`src/rtl/dly_pkg.sv`:
```
// Package: shared helpers for the memory-backed delay line.
// Assumes: depth values passed in are powers of two, at least 2.
package dly_pkg;

    // Address width needed to index a depth, never less than one bit.
    function automatic int unsigned addr_bits(input int unsigned depth);
        int unsigned w;
        w = $clog2(depth);
        return (w < 1) ? 1 : w;
    endfunction

endpackage

```
`src/rtl/dly_ptr_ctr.sv`:
```
// Module: address counter for one port of the storage array.
// Loads INIT on synchronous active-low reset and adds one on each
// enabled edge. It relies on a power-of-two depth, so the wrap from
// all ones to zero comes from the natural overflow of ADDR_W bits.
module dly_ptr_ctr #(
    parameter int unsigned ADDR_W = 4,
    parameter logic [ADDR_W-1:0] INIT = '0
) (
    input  logic              clk,
    input  logic              rst_n,
    input  logic              step,
    output logic [ADDR_W-1:0] ptr
);

    // Advance the address by one per accepted cycle, reset to INIT.
    always_ff @(posedge clk) begin
        if (!rst_n) begin
            ptr <= INIT;
        end else if (step) begin
            ptr <= ptr + 1'b1;
        end
    end

endmodule

```
`src/rtl/dly_store.sv`:
```
// Module: storage array with one write port and one read port.
// The read is synchronous and gated by re, so the read register keeps
// its value on idle cycles. Only that register is reset; the array
// itself is not. It assumes the two addresses never match in a cycle
// where both ports are active.
module dly_store #(
    parameter int unsigned DATA_W = 16,
    parameter int unsigned DEPTH  = 16,
    localparam int unsigned ADDR_W = dly_pkg::addr_bits(DEPTH)
) (
    input  logic              clk,
    input  logic              rst_n,
    input  logic              we,
    input  logic [ADDR_W-1:0] waddr,
    input  logic [DATA_W-1:0] wdata,
    input  logic              re,
    input  logic [ADDR_W-1:0] raddr,
    output logic [DATA_W-1:0] rdata
);

    logic [DATA_W-1:0] cells [DEPTH];

    // Write port: store the incoming word at the write address.
    always_ff @(posedge clk) begin
        if (we) begin
            cells[waddr] <= wdata;
        end
    end

    // Read port: register the addressed word; hold it on idle cycles.
    always_ff @(posedge clk) begin
        if (!rst_n) begin
            rdata <= '0;
        end else if (re) begin
            rdata <= cells[raddr];
        end
    end

endmodule

```
`src/rtl/dly_fill_flag.sv`:
```
// Module: tells when the line has filled after reset.
// The read address starts at zero, so it reaches DEPTH-1 on the
// DEPTH-th accepted cycle. An accepted edge taken at that address is
// the DEPTH-th write, and the flag sets on that edge. Because the
// flag uses the read counter it needs no counter of its own.
module dly_fill_flag #(
    parameter int unsigned ADDR_W = 4
) (
    input  logic              clk,
    input  logic              rst_n,
    input  logic              step,
    input  logic [ADDR_W-1:0] rd_ptr,
    output logic              full
);

    localparam logic [ADDR_W-1:0] LAST = '1;

    // Set once the first full pass of the read address completes.
    always_ff @(posedge clk) begin
        if (!rst_n) begin
            full <= 1'b0;
        end else if (step && rd_ptr == LAST) begin
            full <= 1'b1;
        end
    end

endmodule

```
`src/rtl/ram_delay_line.sv`:
```
// Module: fixed delay line whose data sits in a two-port array while
// the read and write addresses move.
// The write address starts at all ones and the read address at zero,
// so the read address is always one location ahead of the write
// address. Counting the read register, a word comes out DEPTH
// accepted cycles after it went in. The design assumes DEPTH is a
// power of two and at least 2, and uses a synchronous active-low
// reset.
module ram_delay_line #(
    parameter int unsigned DATA_W = 16,
    parameter int unsigned DEPTH  = 16
) (
    input  logic              clk,
    input  logic              rst_n,
    input  logic              en,
    input  logic [DATA_W-1:0] din,
    output logic [DATA_W-1:0] dout,
    output logic              valid
);

    localparam int unsigned ADDR_W = dly_pkg::addr_bits(DEPTH);
    localparam logic [ADDR_W-1:0] WR_START = '1;
    localparam logic [ADDR_W-1:0] RD_START = '0;

    logic [ADDR_W-1:0] rd_ptr;
    logic [ADDR_W-1:0] wr_ptr;
    logic              accept;

    // Accept a word only when not in reset and enable is high.
    always_comb begin
        accept = rst_n && en;
    end

    dly_ptr_ctr #(.ADDR_W(ADDR_W), .INIT(WR_START)) u_wr_ctr (
        .clk   (clk),
        .rst_n (rst_n),
        .step  (accept),
        .ptr   (wr_ptr)
    );

    dly_ptr_ctr #(.ADDR_W(ADDR_W), .INIT(RD_START)) u_rd_ctr (
        .clk   (clk),
        .rst_n (rst_n),
        .step  (accept),
        .ptr   (rd_ptr)
    );

    dly_store #(.DATA_W(DATA_W), .DEPTH(DEPTH)) u_store (
        .clk   (clk),
        .rst_n (rst_n),
        .we    (accept),
        .waddr (wr_ptr),
        .wdata (din),
        .re    (accept),
        .raddr (rd_ptr),
        .rdata (dout)
    );

    dly_fill_flag #(.ADDR_W(ADDR_W)) u_fill (
        .clk    (clk),
        .rst_n  (rst_n),
        .step   (accept),
        .rd_ptr (rd_ptr),
        .full   (valid)
    );

endmodule

```
`config.mk`:
```
export PLATFORM = sky130hd
export DESIGN_NAME = ram_delay_line
export DESIGN_NICKNAME = d
export VERILOG_FILES = /design/src/rtl/dly_pkg.sv /design/src/rtl/dly_ptr_ctr.sv /design/src/rtl/dly_store.sv /design/src/rtl/dly_fill_flag.sv /design/src/rtl/ram_delay_line.sv
export SDC_FILE = /design/constraint.sdc
export NUM_CORES = 1
export LEC_CHECK = 0
export ABC_CLOCK_PERIOD_IN_PS = 2600
export BUFFER_PORTS_ARGS = -buffer_cell sky130_fd_sc_hd__buf_2
export CORE_MARGIN = 2
export CORE_UTILIZATION = 45
export DETAILED_ROUTE_END_ITERATION = 16
export SLEW_MARGIN = 30
export SYNTH_ARGS = -nofsm -noshare
export SYNTH_HDL_FRONTEND = slang
export SYNTH_SLANG_ARGS = --single-unit
```
`constraint.sdc`:
```
create_clock -name clk -period 2.6 [get_ports clk]
set_clock_uncertainty 0.1 [all_clocks]
set_input_delay 0.52 -clock clk [delete_from_list [all_inputs] [get_ports clk]]
set_output_delay 0.52 -clock clk [all_outputs]
set_load 0.02 [all_outputs]
```
==> impl_results.md <==
* 1st-iter DRT viols at 573
* DRT Wirelength at 22600 µm
* Maximum fanout along the worst path at 20
* First-pass GRT wire length at 34300 µm
* Slew margin rel. at 51.2%
* Floorplan Core Area at 0.0236 mm²
* H-tree depth at 1
* Port bufs at 35
* Most frequent cells in the layout: edfxtp_1 (256), mux2i_1 (69), buf_2 (35), mux4_2 (30), clkbuf_16 (29)
* Crit. End Element: flip-flop
* Syn Area/Cell at 18.9 µm²
* Switch Pwr at 2.03 mW
* Clock sink count at 281
* Post-Layout Cell Count at 976
* DR vias/cell at 5.59
* Vias in the first global route at 5567
* # IOs at 36
* Die ar. at 0.0255 mm²
* Lkg Pwr at 3.91 nW
* Seq cells post-synth at 281
* Logic gate share of total power at 5.8%
* Synthesized cell area at 0.0109 mm²
* Initial antenna violation count at 0
* Root buf cell: clkbuf_16
* Hold path depth at 2
* Detailed placement HPWL at 14000 µm
* Ant. Diodes at 0
* Placer Congestion at 0.771
* Setup crit start kind: flip-flop
* Max-cap viol count at 0
* Clock power share at 40.1%
* Worst hold path type: in -> reg
* Layout cells sized above 1 at 24.0%
* Number of remaining DRC errors at 0
* Total grt overflow at 0
* First-pass DRT Iterations at 5
* Most common cell after layout, fill and taps aside: edfxtp_1
* Final Hold Viols at 0
* Cts repair resizes at 0
* Cell Count Post-Placement at 922
* # rows at 56
* Final instance area at 0.0123 mm²
* Initial cell density of the core at 46.2%
* Multi-input gate area at 0.00246 mm²
* Nets at 658
* Peak VDD IR at 0.000485 V
* Setup_tns at 0 ps
* Register-to-register setup slack at 550 ps
* Final Setup Violations at 0
* Reg area at 0.00820 mm²
* CTS tree: yes
* Total GRT Usage at 17.8%
* Crit share post-route at 79.0%
* Max-slew violations at 0
* Largest net degree at the start of global routing at 33
* Max Fclk at 487 MHz
* Area delta synth->final at 13.2%
* Clock latency on the worst-skew pair at 540 ps
* Reg clk slew, reported paths at 60 ps
* Slew @ Worst Pin at 730 ps
* Net Sw Frac at 21.6%
* CP required at 2960 ps
* Die X at 160 µm
* Crit path time final at 2050 ps
* DR vias at 5456
* Filler cells at 1901
* Status: completed
* Cts bufs inserted at 29
* Average wire per standard cell at 23.1 µm
* CP arrival at 2410 ps
* Internal cell power at 7.35 mW
* Power density cells at 760 mW/mm²
* Post-DP Area at 0.0115 mm²
* Post-CTS setup buffer count at 0
* RSZ-0062 raised after global routing: no
* CTS Hold Buffers Added at 0
* Die Ht at 160 µm
* Crit Path Class: reg -> reg
* Post-synthesis sequential area ratio at 75.1%
* Synth Instances at 576
* Worst r2r path cells at 4
* Worst-case clock buffer depth at 3
* Syn Nets at 600
* Synth unique cells at 38
* Sequential power share at 54.1%
* Detail Route Antenna Nets at 0
* Yosys Warn Count at 0
per-stage QoR:
step / util [%] / hold slack (ps) / setup WS (ps) / total power [mW]
3_3_place_gp: 48.6 / 382 / 561 / 5.71
5_1_grt: 52.2 / 215 / 313 / 9.70
2_1_floorplan: - / 435 / 25.6 / 5.52
4_1_cts: 52.2 / 187 / 518 / 9.47
6_report: 52.2 / 218 / 547 / 9.38
3_5_place_dp: 48.6 / 382 / 516 / 5.72
registers in the layout, summed over array words and instances (netlist names):
| signal | count |
|---|---|
| u_fill.full | 1 |
| u_rd_ctr.ptr | 4 |
| u_store.cells | 256 |
| u_store.rdata | 16 |
| u_wr_ctr.ptr | 4 |
logic make-up after synthesis:
group           count (synthesis)  synth area share (%)
flops                         281                  75.1
mux                            99                  12.5
compound gates                 98                  6.26
simple gates                   50                  2.35
buf+inv                        38                  2.74
xor+xnor                        5                 0.402
fa+ha+maj                       5                 0.574
cells in the mapped netlist (all sizes together):
cell type,instances,area share (%)
clkbuf,10,0.38
a22oi,2,0.14
nand3b,2,0.14
mux2i,69,6.3
nand4,1,0.057
a21oi,17,0.78
nor2b,4,0.30
nand2,8,0.28
nor2,13,0.45
edfxtp,256,71
ha,5,0.57
buf,26,2.3
xnor2,3,0.24
a211oi,16,1.2
xor2,2,0.16
and2b,1,0.069
a221oi,15,1.7
nor3,4,0.18
and2,4,0.25
inv,2,0.069
nand3,10,0.46
o22ai,15,0.86
o21ai,31,1.4
dfxtp,25,4.6
nand2b,2,0.11
o211ai,1,0.069
mux4,30,6.2
a41oi,1,0.080
and3,1,0.057
critical path: stages, from the launching register on:
cell      delay [ps]
dfxtp_4          560
nand3b_1         590
o22ai_1          460
a211oi_2          80
a21oi_1          170
area by class of cell:
class	count	share of cell area (%)
flip-flops and latches	281	66.4
multi-input cells	257	19.9
clock buffers	34	6.03
repair buffers	63	3.33
well taps	319	3.24
clock inverters	20	0.994
inverters	2	0.0609
power by group through the flow:
| stage | logic [mW] | clock network (mW) | registers (mW) |
|---|---|---|---|
| 6_report | 0.542 | 3.76 | 5.08 |
| 5_1_grt | 0.587 | 4.03 | 5.09 |
| 3_5_place_dp | 0.550 | 0 | 5.17 |
| 3_3_place_gp | 0.539 | 0 | 5.17 |
| 2_1_floorplan | 0.367 | 0 | 5.15 |
| 4_1_cts | 0.551 | 3.84 | 5.08 |
worst paths after layout:
path | start | to
max | u_rd_ctr.ptr[2] | u_store.rdata[8]
max reg2reg | u_rd_ctr.ptr[2] | u_store.rdata[8]
min reg2reg | u_fill.full | u_fill.full
min | rst_n | u_wr_ctr.ptr[3]
per-layer routing:
layer	routed length [µm]	GRT usage [%]	share of wire, %
met1	9790	23.7	43
met2	11200	29.7	49
met3	1010	3.19	4.5
met4	618	6.12	2.7
met5	0	0	0
Power figures use the tool's default switching activity.
